--- src/rtl/fpm_pkg.sv ---
package fpm_pkg;

  typedef enum logic [1:0] {
    CLS_ZERO = 2'd0,
    CLS_NORM = 2'd1,
    CLS_INF  = 2'd2,
    CLS_NAN  = 2'd3
  } fp_cls_e;

  typedef enum logic {
    ST_IDLE = 1'b0,
    ST_MUL  = 1'b1
  } mul_state_e;

endpackage

--- src/rtl/fpm_classify.sv ---
module fpm_classify
  import fpm_pkg::*;
#(
  parameter int EXP_W  = 8,
  parameter int FRAC_W = 23,
  localparam int OP_W  = 1 + EXP_W + FRAC_W,
  localparam int SIG_W = FRAC_W + 1
) (
  input  logic [OP_W-1:0]  op_i,
  output fp_cls_e          cls_o,
  output logic [EXP_W-1:0] exp_o,
  output logic [SIG_W-1:0] sig_o
);

  logic [FRAC_W-1:0] frac;

  assign exp_o = op_i[OP_W-2 -: EXP_W];
  assign frac  = op_i[FRAC_W-1:0];
  assign sig_o = {1'b1, frac};

  // denormals fall into the zero class (flush-to-zero on input)
  always_comb begin
    if (exp_o == '0)      cls_o = CLS_ZERO;
    else if (&exp_o)      cls_o = (frac != '0) ? CLS_NAN : CLS_INF;
    else                  cls_o = CLS_NORM;
  end

endmodule

--- src/rtl/fpm_sig_mul.sv ---
module fpm_sig_mul #(
  parameter int W   = 24,
  localparam int CW = $clog2(W)
) (
  input  logic           clk_i,
  input  logic           rst_ni,
  input  logic           start_i,
  input  logic [W-1:0]   mcand_i,
  input  logic [W-1:0]   mplier_i,
  output logic           busy_o,
  output logic           done_o,
  output logic [2*W-1:0] prod_o
);

  logic [W-1:0]  hi_q, lo_q, mcand_q;
  logic [CW-1:0] cnt_q;
  logic          busy_q, done_q;

  logic [W:0]     part_sum;
  logic [2*W:0]   shifted;

  // one multiplier bit per cycle: add, then shift the whole accumulator right
  assign part_sum = {1'b0, hi_q} + (lo_q[0] ? {1'b0, mcand_q} : '0);
  assign shifted  = {part_sum, lo_q} >> 1;

  always_ff @(posedge clk_i or negedge rst_ni) begin
    if (!rst_ni) begin
      hi_q    <= '0;
      lo_q    <= '0;
      mcand_q <= '0;
      cnt_q   <= '0;
      busy_q  <= 1'b0;
      done_q  <= 1'b0;
    end else begin
      done_q <= 1'b0;
      if (busy_q) begin
        hi_q  <= shifted[2*W-1:W];
        lo_q  <= shifted[W-1:0];
        cnt_q <= cnt_q + 1'b1;
        if (cnt_q == CW'(W-1)) begin
          busy_q <= 1'b0;
          done_q <= 1'b1;
        end
      end else if (start_i) begin
        hi_q    <= '0;
        lo_q    <= mplier_i;
        mcand_q <= mcand_i;
        cnt_q   <= '0;
        busy_q  <= 1'b1;
      end
    end
  end

  assign busy_o = busy_q;
  assign done_o = done_q;
  assign prod_o = {hi_q, lo_q};

  assert_cnt_range_R9: assert property (@(posedge clk_i) disable iff (!rst_ni)
    busy_q |-> (cnt_q <= CW'(W-1)));

  assert_done_single_R9: assert property (@(posedge clk_i) disable iff (!rst_ni)
    done_q |=> !done_q);

  assert_done_after_busy_R9: assert property (@(posedge clk_i) disable iff (!rst_ni)
    $fell(busy_q) |-> done_q);

endmodule

--- src/rtl/fpm_round.sv ---
module fpm_round #(
  parameter int EXP_W  = 8,
  parameter int FRAC_W = 23,
  localparam int OP_W  = 1 + EXP_W + FRAC_W,
  localparam int SW    = FRAC_W + 1,
  localparam int PW    = 2 * SW,
  localparam int EW2   = EXP_W + 2
) (
  input  logic                  sign_i,
  input  logic signed [EW2-1:0] exp_sum_i,
  input  logic [PW-1:0]         prod_i,
  output logic [OP_W-1:0]       result_o
);

  localparam logic signed [EW2-1:0] EMAX_S = EW2'((1 << EXP_W) - 1);

  logic          hi;
  logic [SW-1:0] kept;
  logic          guard, sticky, rnd_up, carry;
  logic [SW:0]   rsum;
  logic [SW-1:0] mant;
  logic signed [EW2-1:0] exp_adj;

  assign hi     = prod_i[PW-1];
  assign kept   = hi ? prod_i[PW-1 -: SW] : prod_i[PW-2 -: SW];
  assign guard  = hi ? prod_i[PW-1-SW]    : prod_i[PW-2-SW];
  assign sticky = hi ? (|prod_i[PW-2-SW:0]) : (|prod_i[PW-3-SW:0]);
  assign rnd_up = guard & (sticky | kept[0]);
  assign rsum   = {1'b0, kept} + {{SW{1'b0}}, rnd_up};
  assign carry  = rsum[SW];
  assign mant   = carry ? rsum[SW:1] : rsum[SW-1:0];

  assign exp_adj = exp_sum_i
                 + $signed({{(EW2-1){1'b0}}, hi})
                 + $signed({{(EW2-1){1'b0}}, carry});

  always_comb begin
    if (exp_adj >= EMAX_S)
      result_o = {sign_i, {EXP_W{1'b1}}, {FRAC_W{1'b0}}};
    else if (exp_adj[EW2-1] || exp_adj == '0)
      result_o = {sign_i, {(OP_W-1){1'b0}}};
    else
      result_o = {sign_i, exp_adj[EXP_W-1:0], mant[FRAC_W-1:0]};
  end

  // a product of two normals keeps its leading one after rounding
  always_comb begin
    if (prod_i[PW-1:PW-2] != 2'b00)
      assert_norm_lead_R2: assert (mant[SW-1]);
  end

endmodule

--- src/rtl/fp32_mul.sv ---
module fp32_mul
  import fpm_pkg::*;
#(
  parameter int EXP_W  = 8,
  parameter int FRAC_W = 23,
  localparam int OP_W  = 1 + EXP_W + FRAC_W,
  localparam int SIG_W = FRAC_W + 1,
  localparam int EW2   = EXP_W + 2,
  localparam int BIAS  = (1 << (EXP_W - 1)) - 1
) (
  input  logic            clk_i,
  input  logic            rst_ni,
  input  logic            start_i,
  input  logic [OP_W-1:0] a_i,
  input  logic [OP_W-1:0] b_i,
  output logic            busy_o,
  output logic            done_o,
  output logic [OP_W-1:0] result_o
);

  localparam logic [OP_W-1:0] QNAN =
    {1'b0, {EXP_W{1'b1}}, 1'b1, {(FRAC_W-1){1'b0}}};

  fp_cls_e          cls_a, cls_b;
  logic [EXP_W-1:0] exp_a, exp_b;
  logic [SIG_W-1:0] sig_a, sig_b;

  fpm_classify #(.EXP_W(EXP_W), .FRAC_W(FRAC_W)) u_cls_a (
    .op_i(a_i), .cls_o(cls_a), .exp_o(exp_a), .sig_o(sig_a));
  fpm_classify #(.EXP_W(EXP_W), .FRAC_W(FRAC_W)) u_cls_b (
    .op_i(b_i), .cls_o(cls_b), .exp_o(exp_b), .sig_o(sig_b));

  mul_state_e           st_q;
  logic                 sign_q, done_q;
  logic                 sa_q, sb_q;
  logic signed [EW2-1:0] exp_sum_q;
  logic [OP_W-1:0]      result_q;

  logic sign_d, accept, nan_res, inf_res, zero_res, special;
  logic signed [EW2-1:0] exp_sum_d;
  logic [OP_W-1:0] spec_val;

  assign sign_d = a_i[OP_W-1] ^ b_i[OP_W-1];
  assign accept = start_i && (st_q == ST_IDLE);

  always_comb begin
    nan_res  = (cls_a == CLS_NAN) || (cls_b == CLS_NAN)
            || (cls_a == CLS_ZERO && cls_b == CLS_INF)
            || (cls_a == CLS_INF  && cls_b == CLS_ZERO);
    inf_res  = !nan_res && (cls_a == CLS_INF || cls_b == CLS_INF);
    zero_res = !nan_res && (cls_a == CLS_ZERO || cls_b == CLS_ZERO);
    special  = nan_res || inf_res || zero_res;
    if (nan_res)      spec_val = QNAN;
    else if (inf_res) spec_val = {sign_d, {EXP_W{1'b1}}, {FRAC_W{1'b0}}};
    else              spec_val = {sign_d, {(OP_W-1){1'b0}}};
  end

  assign exp_sum_d = $signed({2'b00, exp_a}) + $signed({2'b00, exp_b})
                   - $signed(EW2'(BIAS));

  logic              mul_busy, mul_done;
  logic [2*SIG_W-1:0] mul_prod;
  logic [OP_W-1:0]   rounded;

  fpm_sig_mul #(.W(SIG_W)) u_sig_mul (
    .clk_i    (clk_i),
    .rst_ni   (rst_ni),
    .start_i  (accept && !special),
    .mcand_i  (sig_a),
    .mplier_i (sig_b),
    .busy_o   (mul_busy),
    .done_o   (mul_done),
    .prod_o   (mul_prod)
  );

  fpm_round #(.EXP_W(EXP_W), .FRAC_W(FRAC_W)) u_round (
    .sign_i    (sign_q),
    .exp_sum_i (exp_sum_q),
    .prod_i    (mul_prod),
    .result_o  (rounded)
  );

  always_ff @(posedge clk_i or negedge rst_ni) begin
    if (!rst_ni) begin
      st_q      <= ST_IDLE;
      sign_q    <= 1'b0;
      sa_q      <= 1'b0;
      sb_q      <= 1'b0;
      exp_sum_q <= '0;
      result_q  <= '0;
      done_q    <= 1'b0;
    end else begin
      done_q <= 1'b0;
      unique case (st_q)
        ST_IDLE: if (accept) begin
          sign_q    <= sign_d;
          sa_q      <= a_i[OP_W-1];
          sb_q      <= b_i[OP_W-1];
          exp_sum_q <= exp_sum_d;
          if (special) begin
            result_q <= spec_val;
            done_q   <= 1'b1;
          end else begin
            st_q <= ST_MUL;
          end
        end
        ST_MUL: if (mul_done) begin
          result_q <= rounded;
          done_q   <= 1'b1;
          st_q     <= ST_IDLE;
        end
        default: st_q <= ST_IDLE;
      endcase
    end
  end

  assign busy_o   = (st_q == ST_MUL);
  assign done_o   = done_q;
  assign result_o = result_q;

  assert_busy_no_done_R9: assert property (@(posedge clk_i) disable iff (!rst_ni)
    busy_o |-> !done_o);

  assert_mul_idle_special_R6: assert property (@(posedge clk_i) disable iff (!rst_ni)
    (accept && special) |=> !mul_busy);

  assert_nan_canon_R7: assert property (@(posedge clk_i) disable iff (!rst_ni)
    (done_o && (&result_o[OP_W-2 -: EXP_W]) && result_o[FRAC_W-1:0] != '0)
      |-> result_o == QNAN);

  assert_sign_xor_R1: assert property (@(posedge clk_i) disable iff (!rst_ni)
    (done_o && result_o != QNAN) |-> result_o[OP_W-1] == (sa_q ^ sb_q));

  assert_inf_result_R8: assert property (@(posedge clk_i) disable iff (!rst_ni)
    (accept && inf_res) |=> (done_o && (&result_o[OP_W-2 -: EXP_W])
                             && result_o[FRAC_W-1:0] == '0));

endmodule

--- config.mk ---
export PLATFORM = sky130hd
export DESIGN_NAME = fp32_mul
export DESIGN_NICKNAME = d
export VERILOG_FILES = /design/src/rtl/fpm_pkg.sv /design/src/rtl/fpm_classify.sv /design/src/rtl/fpm_sig_mul.sv /design/src/rtl/fpm_round.sv /design/src/rtl/fp32_mul.sv
export SDC_FILE = /design/constraint.sdc
export NUM_CORES = 1
export LEC_CHECK = 0
export ABC_AREA = 1
export BUFFER_PORTS_ARGS = -buffer_cell sky130_fd_sc_hd__buf_2
export CAP_MARGIN = 0
export CORE_ASPECT_RATIO = 0.7
export CORE_MARGIN = 3
export CORE_UTILIZATION = 60
export DETAILED_ROUTE_END_ITERATION = 6
export GPL_ROUTABILITY_DRIVEN = 1
export PLACE_DENSITY = 0.92
export SYNTH_ARGS = -nofsm -noshare
export SYNTH_HDL_FRONTEND = slang
export SYNTH_SLANG_ARGS = --single-unit
--- constraint.sdc ---
create_clock -name clk_i -period 5.03 [get_ports clk_i]
set_clock_uncertainty 0.1 [all_clocks]
set_input_delay 0 -clock clk_i [delete_from_list [all_inputs] [get_ports clk_i]]
set_output_delay 0 -clock clk_i [all_outputs]
set_load 0.02 [all_outputs]
==> Word-level counts from Yosys, hierarchy flattened <==
Index checks and enable logic that the tools add are counted.
{ "op_classes": {"addsub": 7, "order_cmp": 1, "n_eq_ne": 8, "muxes": 38, "bitwise_logic": 5, "n_reduce_logical": 31} }
{ "op_table": {"columns": ["cell", "n"], "rows": [
  ["24-bit two-way mux", 6],
  ["32-bit two-way mux", 4],
  ["31-bit two-way mux", 3],
  ["32-bit one-hot mux with 2 select lines", 1],
  ["23-bit nonzero test", 2],
  ["24-bit by 1-bit adder with 25-bit output", 1],
  ["24-bit by 25-bit adder with 25-bit output", 1],
  ["23-bit two-way mux", 1],
  ["23-bit OR reduction", 1],
  ["22-bit OR reduction", 1],
  ["10-bit by 2-bit adder with 10-bit output", 2],
  ["8-bit logical NOT", 2],
  ["8-bit AND reduction", 2],
  ["1-bit two-way mux", 15],
  ["10-bit by 9-bit greater-or-equal comparator with 1-bit output (second input constant)", 1],
  ["10-bit logical NOT", 1],
  ["5-bit two-way mux", 2],
  ["9-bit by 7-bit subtractor with 10-bit output (second input constant)", 1],
  ["8-bit by 8-bit adder with 9-bit output", 1],
  ["2-bit equality test (second input constant)", 4],
  ["1-bit logical OR", 8],
  ["2-bit two-way mux", 4],
  ["1-bit logical AND", 6],
  ["5-bit by 1-bit adder with 5-bit output (second input constant)", 1],
  ["other kinds (13)", 19]
]} }
{ "word_totals": {"reg_bits": 124, "in_bits": 67, "out_inout_bits": 34, "wordCells": 101} }

==> Longest topological paths before layout <==
{ "logic_depth": {"depth_word": 16, "ltp_mapped": 31, "depth_no_buf": 29} }

==> By module <==
From an unflattened synthesis, not the netlist that was laid out.
{ "hier_totals": {"cells_unflattened": 1592, "hier_area_um2": 10157.2} }
{ "modules_own_cells": {"columns": ["module", "n_inst", "cells_each", "area_per_inst_um2", "seq_area_each_um2"], "rows": [
  ["fpm_sig_mul", 1, 756, 5046.1, 1976.9],
  ["fp32_mul", 1, 293, 2363.5, 1126.1],
  ["fpm_round", 1, 395, 1941.9, 0.0],
  ["fpm_classify", 2, 74, 402.9, 0.0]
]} }

==> Worst setup path before layout <==
No wires, ideal clock.
{ "synth_path": {"path_kind": "register -> register", "startpoint": "register u_sig_mul.hi_q[23]", "endpoint": "register result_q[19], in the netlist result_o[19]", "setup_time_ps": 118, "arrival_ps": 3808, "required_time_ps": 4812, "slack_ps": 1004, "path_stages_with_launch": 31, "n_path_buf": 3, "period_less_slack_ps": 4026, "cell_sequence": "dfrtp_1 buf_6 buf_6 nand2_1 o211ai_1 inv_1 ha_1 inv_1 nor2_4 nand2_2 nor2_4 nand3_1 nor4_1 nand4_1 fa_1 inv_1 ha_1 nand2_1 nor2_1 nand2_1 nand2_1 nand3_1 nor2_1 nand3_1 nand2_2 nor2_1 buf_4 inv_1 nor2_2 nand3b_1 nand2_1"} }
{ "synth_between": {"elab_chain_len": 11, "elab_cells_between_ends": 16, "classes_between": "3 x add/sub; 1 x order compare; 8 x mux; 2 x bitwise; 2 x reduce/logical"} }
{ "synth_rtl": {"columns": ["item", "line", "source"], "rows": [
  ["from (decl)", "fpm_sig_mul.sv:15", "logic [W-1:0] hi_q, lo_q, mcand_q;"],
  ["from (signal assigned)", "fpm_sig_mul.sv:37", "hi_q <= shifted[2*W-1:W];"],
  ["branches (longest 8 deep; another with 24-bit by 1-bit adder with 25-bit output)", null, null],
  ["31-bit two-way mux *", "fpm_round.sv:38", "if (exp_adj >= EMAX_S)"],
  ["32-bit two-way mux *", "fp32_mul.sv:107", "ST_MUL: if (mul_done) begin"],
  ["32-bit one-hot mux with 2 select lines *", "fp32_mul.sv:94", "unique case (st_q)"],
  ["to (signal assigned)", "fp32_mul.sv:101", "result_q <= spec_val;"],
  ["to (signal assigned)", "fp32_mul.sv:108", "result_q <= rounded;"],
  ["to (decl)", "fp32_mul.sv:37", "logic [OP_W-1:0] result_q;"]
]} }
Mark *: on every way between the ends. The select of a mux whose other input is x is not followed.
A chain may end at the register's enable or synchronous reset.

==> Final worst setup path <==
{ "layout_path": {"startpoint": "register u_sig_mul.hi_q[0]", "endpoint": "register result_q[21], in the netlist result_o[21]"} }
{ "layout_between": {"elab_chain_len": 11, "elab_cells_between_ends": 13, "classes_between": "2 x add/sub; 1 x order compare; 6 x mux; 2 x bitwise; 2 x reduce/logical"} }
{ "layout_rtl": {"columns": ["item", "line", "source"], "rows": [
  ["24-bit two-way mux *", "fpm_round.sv:25", "assign kept = hi ? prod_i[PW-1 -: SW] : prod_i[PW-2 -: SW];"],
  ["1-bit OR", "fpm_round.sv:28", "assign rnd_up = guard & (sticky | kept[0]);"],
  ["1-bit AND", "fpm_round.sv:28", null],
  ["24-bit by 1-bit adder with 25-bit output *", "fpm_round.sv:29", "assign rsum = {1'b0, kept} + {{SW{1'b0}}, rnd_up};"],
  ["branches (longest 4 deep; another with 10-bit by 2-bit adder with 10-bit output)", null, null],
  ["31-bit two-way mux *", "fpm_round.sv:38", null],
  ["32-bit two-way mux *", "fp32_mul.sv:107", null],
  ["32-bit one-hot mux with 2 select lines *", "fp32_mul.sv:94", null]
]} }
Marks and branches as above.

==> metrics.md <==
| Metric | Value |
|---|---|
| Status | completed |
| Count of pins over their slew limit | 0 |
| DP HPWL | around 19,000 um |
| Highest metal used | met4 |
| Die area | ~0.017 mm^2 |
| Drt pass-1 iters | 7 |
| Routed vias | 9,639 |
| Area of the core | about 0.015 mm^2 |
| Clk root buf | clkbuf_16 |
| Synth Warn # | 0 |
| CP arrival | around 4.9 ns |
| Flops & latches, synth | about 120 |
| Adder-Cell Fraction of Synth Area | under 10% |
| Clk_lat worst skew | 0.43 ns |
| Top FF cell, synth | dfrtp_1 |
| Post-layout total power | approximately 6.2 mW |
| Sequential area share after synthesis | approximately 34% |
| Die Ht | 109.3 um |
| Area occupied by multi-input gates | between 0.005 and 0.006 mm^2 |
| Gr usage total | around 33% |
| Part of the cycle the worst path needs | between 90% and 100% |
| Cells after synthesis | around 1,300 |
| Post-route ant nets | 0 |
| Port buffer count | 100 |
| Leak Pwr | ~5.7 nW |
| Critical Path Slowest Stage Cell | fa_1 |
| DRC viols | 0 |
| Final WS setup | 0.4293 ns |
| Routed vias/inst | ~5.7 |
| Wire length per cell | between 15 and 20 um |
| Worst-case clock buffer depth | 2 |
| Synth Area in Compound Gates | 14.86% |
| Post-synth EDFFs | 0 |
| DR iter-0 viols | around 1,000 |
| Fin nets | around 1,600 |
| Fmax | 217.4 MHz |
| Syn-to-layout area delta | 18.80% |
| Top cell by count, worst path | nand2_1 |
| Setup crit end kind | flip-flop |
| Power per cell area | roughly 570 mW/mm^2 |
| Peak supply drop | roughly 0.00034 V |
| IO Pins | ~100 |
| Drt total wl | ~28,000 um |
| Setup TNS | 0 ns |
| Placed Area | between 0.009 and 0.01 mm^2 |
| Pre-CTS WS | approximately 0.44 ns |
| CP max FO | 20 |
| Main combinational cell family by area after synthesis | simple AND/OR/NAND/NOR gates |
| Hold slack | between 0.05 and 0.06 ns |
| Syn_area_per_cell | 6.823 um^2 |
| Min-Delay Path Class | in -> reg |
| Grt ovf | 0 |
| H-tree levels | 4 |
| Non-filler cells in the finished layout | ~1,700 |
| # setup viols final | 0 |
| Finished layout cell area | approximately 0.011 mm^2 |
| Worst Max-Slew Pin Slew | 0.9949 ns |
| Clock-pin slew of the registers on the worst-case setup and hold paths | approximately 0.06 ns |
| Final core utilization | around three quarters |
| RSZ-0062 raised after global routing | no |
| TritonCTS Buffers | 17 |
| Clock tree sinks | 124 |
| Slew HR | 33.67% |
| Die X | 153.6 um |
| Metal2 WL | about 12,000 um |
| Filler cells | 1,157 |
| Area of the mapped netlist | about 0.0092 mm^2 |
| Mux contribution to synthesized area | 0% |
| Number of global-route vias before repair | between 8,000 and 9,000 |
| WL met3 | roughly 2700 um |
| # rows | 37 |
| RD Place Congestion | slightly above 1 |
| Yosys cell types | 54 |
| Hold violation count in the final report | 0 |
| Post-Synth Simple-Gate Area | between 30% and 40% |
| Max Cap Viol | 0 |
| Sequential Area | 0.003103 mm^2 |
| Placed cells | approximately 1,600 |
| Largest net degree at the start of global routing | between 70 and 80 |
| Synthesized Nets | approximately 1,500 |
| Async S/R FF share, synth | 100.0% |
| Layout cells sized above 1 | 13.87% |
| Met1 WL | 12,290 um |
| Synth Area in XOR/XNOR | roughly 1.4% |
| Crit Path Class | reg -> reg |
| Crit start category | flip-flop |
| Critical Path Max Stage Delay | 0.43 ns |
| Initial antenna violation count | 1 |
| Initial Util | between 60% and 70% |
| First-pass GRT wire length | about 45,000 um |
| Period minus WS final | approximately 4.6 ns |
| CTS tree | done |
| Worst path required time | between 5 and 6 ns |
==> kinds of logic after synthesis <==
logic type,Yosys count
fa+ha+maj,45
xor+xnor,15
simple gates,679
compound gates,250
buf+inv,228
flops,124
==> cells in the final DEF, fill, tap and decap left out, drive strengths merged, types with 2 or more instances in the layout <==
cell	Yosys	final
nor4	2	2
dfrtp	124	124
xor2	12	12
nand3	86	86
nand3b	5	5
a21oi	48	48
nor2	116	116
a31oi	4	4
ha	42	42
nand4	40	40
o22ai	3	3
o21bai	5	5
clkbuf	20	20
o31ai	2	2
nand2	413	413
bufinv	0	3
a21o	3	3
clkinv	2	10
xnor2	3	3
inv	182	182
nor3	10	10
o21ai	172	172
dlygate4sd3	0	55
o211ai	8	8
a21boi	2	2
fa	3	3
or2	4	4
buf	24	108
==> final timing paths <==
| check | startpoint | to | slack, ns | depth (start not counted) |
|---|---|---|---|---|
| hold / removal | a_i[24] | exp_sum_q[1] | 0.06 | 5 |
| hold reg to reg | u_sig_mul.done_o | busy_o | 0.35 | 1 |
| max in group asynchronous | rst_ni | u_sig_mul.mcand_q[18] | 3.47 | 3 |
| setup reg to reg | u_sig_mul.hi_q[0] | result_o[21] | 0.43 | 30 |
| min in group asynchronous | rst_ni | u_sig_mul.lo_q[19] | 0.18 | 2 |
| setup / recovery | u_sig_mul.hi_q[0] | result_o[21] | 0.43 | 30 |
==> synthesized netlist by cell type, drive strengths merged (5+ instances only) <==
master	count	area, um^2
buf	24	173.9
nand4	40	271.5
nor3	10	66.32
o21bai	5	37.54
clkbuf	20	77.57
dfrtp	124	3103
o21ai	172	898.4
nand3b	5	37.54
a21oi	48	240.2
nand3	86	450.4
nor2	116	534.3
xor2	12	105.1
ha	42	525.5
o211ai	8	60.06
nand2	413	1608
inv	182	685.7
==> layout make-up <==
| class | instances | share of cell area [%] |
|---|---|---|
| diodes | 1 | 0.02302 |
| clock buffers | 20 | 4.201 |
| clock inverters | 12 | 1.335 |
| inverters | 184 | 6.388 |
| multi-input cells | 989 | 46.98 |
| flip-flops and latches | 124 | 28.55 |
| well taps | 195 | 2.244 |
| repair buffers | 163 | 10.28 |
==> per-layer routing <==
| layer | up-vias | track usage, % |
|---|---|---|
| met1 | 4394 | 47.48 |
| met2 | 541 | 50.88 |
| met4 | 0 | 10.59 |
| met5 | - | 0 |
| met3 | 71 | 7.828 |
| li1 | 4633 | - |
==> worst max-delay path: cells and delay by family, from the launching register on <==
kind            cells  cell delay (ns)
simple gates       19             2.12
buf+inv             7             0.87
fa+ha+maj           3             0.84
flops               1             0.41
compound gates      1             0.19
==> state kept, by name, indices dropped and copies added (netlist names) <==
register and cells:
u_sig_mul.done_o 1, done_o 1, u_sig_mul.mcand_q 24, sign_q 1
u_sig_mul.cnt_q 5, result_o 32, u_sig_mul.hi_q 24, u_sig_mul.busy_o 1
u_sig_mul.lo_q 24, busy_o 1, exp_sum_q 10
==> power by group <==
group          switching [mW]  internal [mW]  total [mW]
registers               0.363           1.42        1.78
clock network           0.475          0.801        1.28
logic                    2.11           1.01        3.12
total                    2.95           3.23        6.17
==> repair_timing <==
action	CTS	global route
endpoints found under the setup margin	0	10
resized for setup	0	2
hold buffers	55	0
endpoints found under the hold margin	128	0
buffers inserted	0	0
No activity file was read; power rests on OpenSTA's default activity.
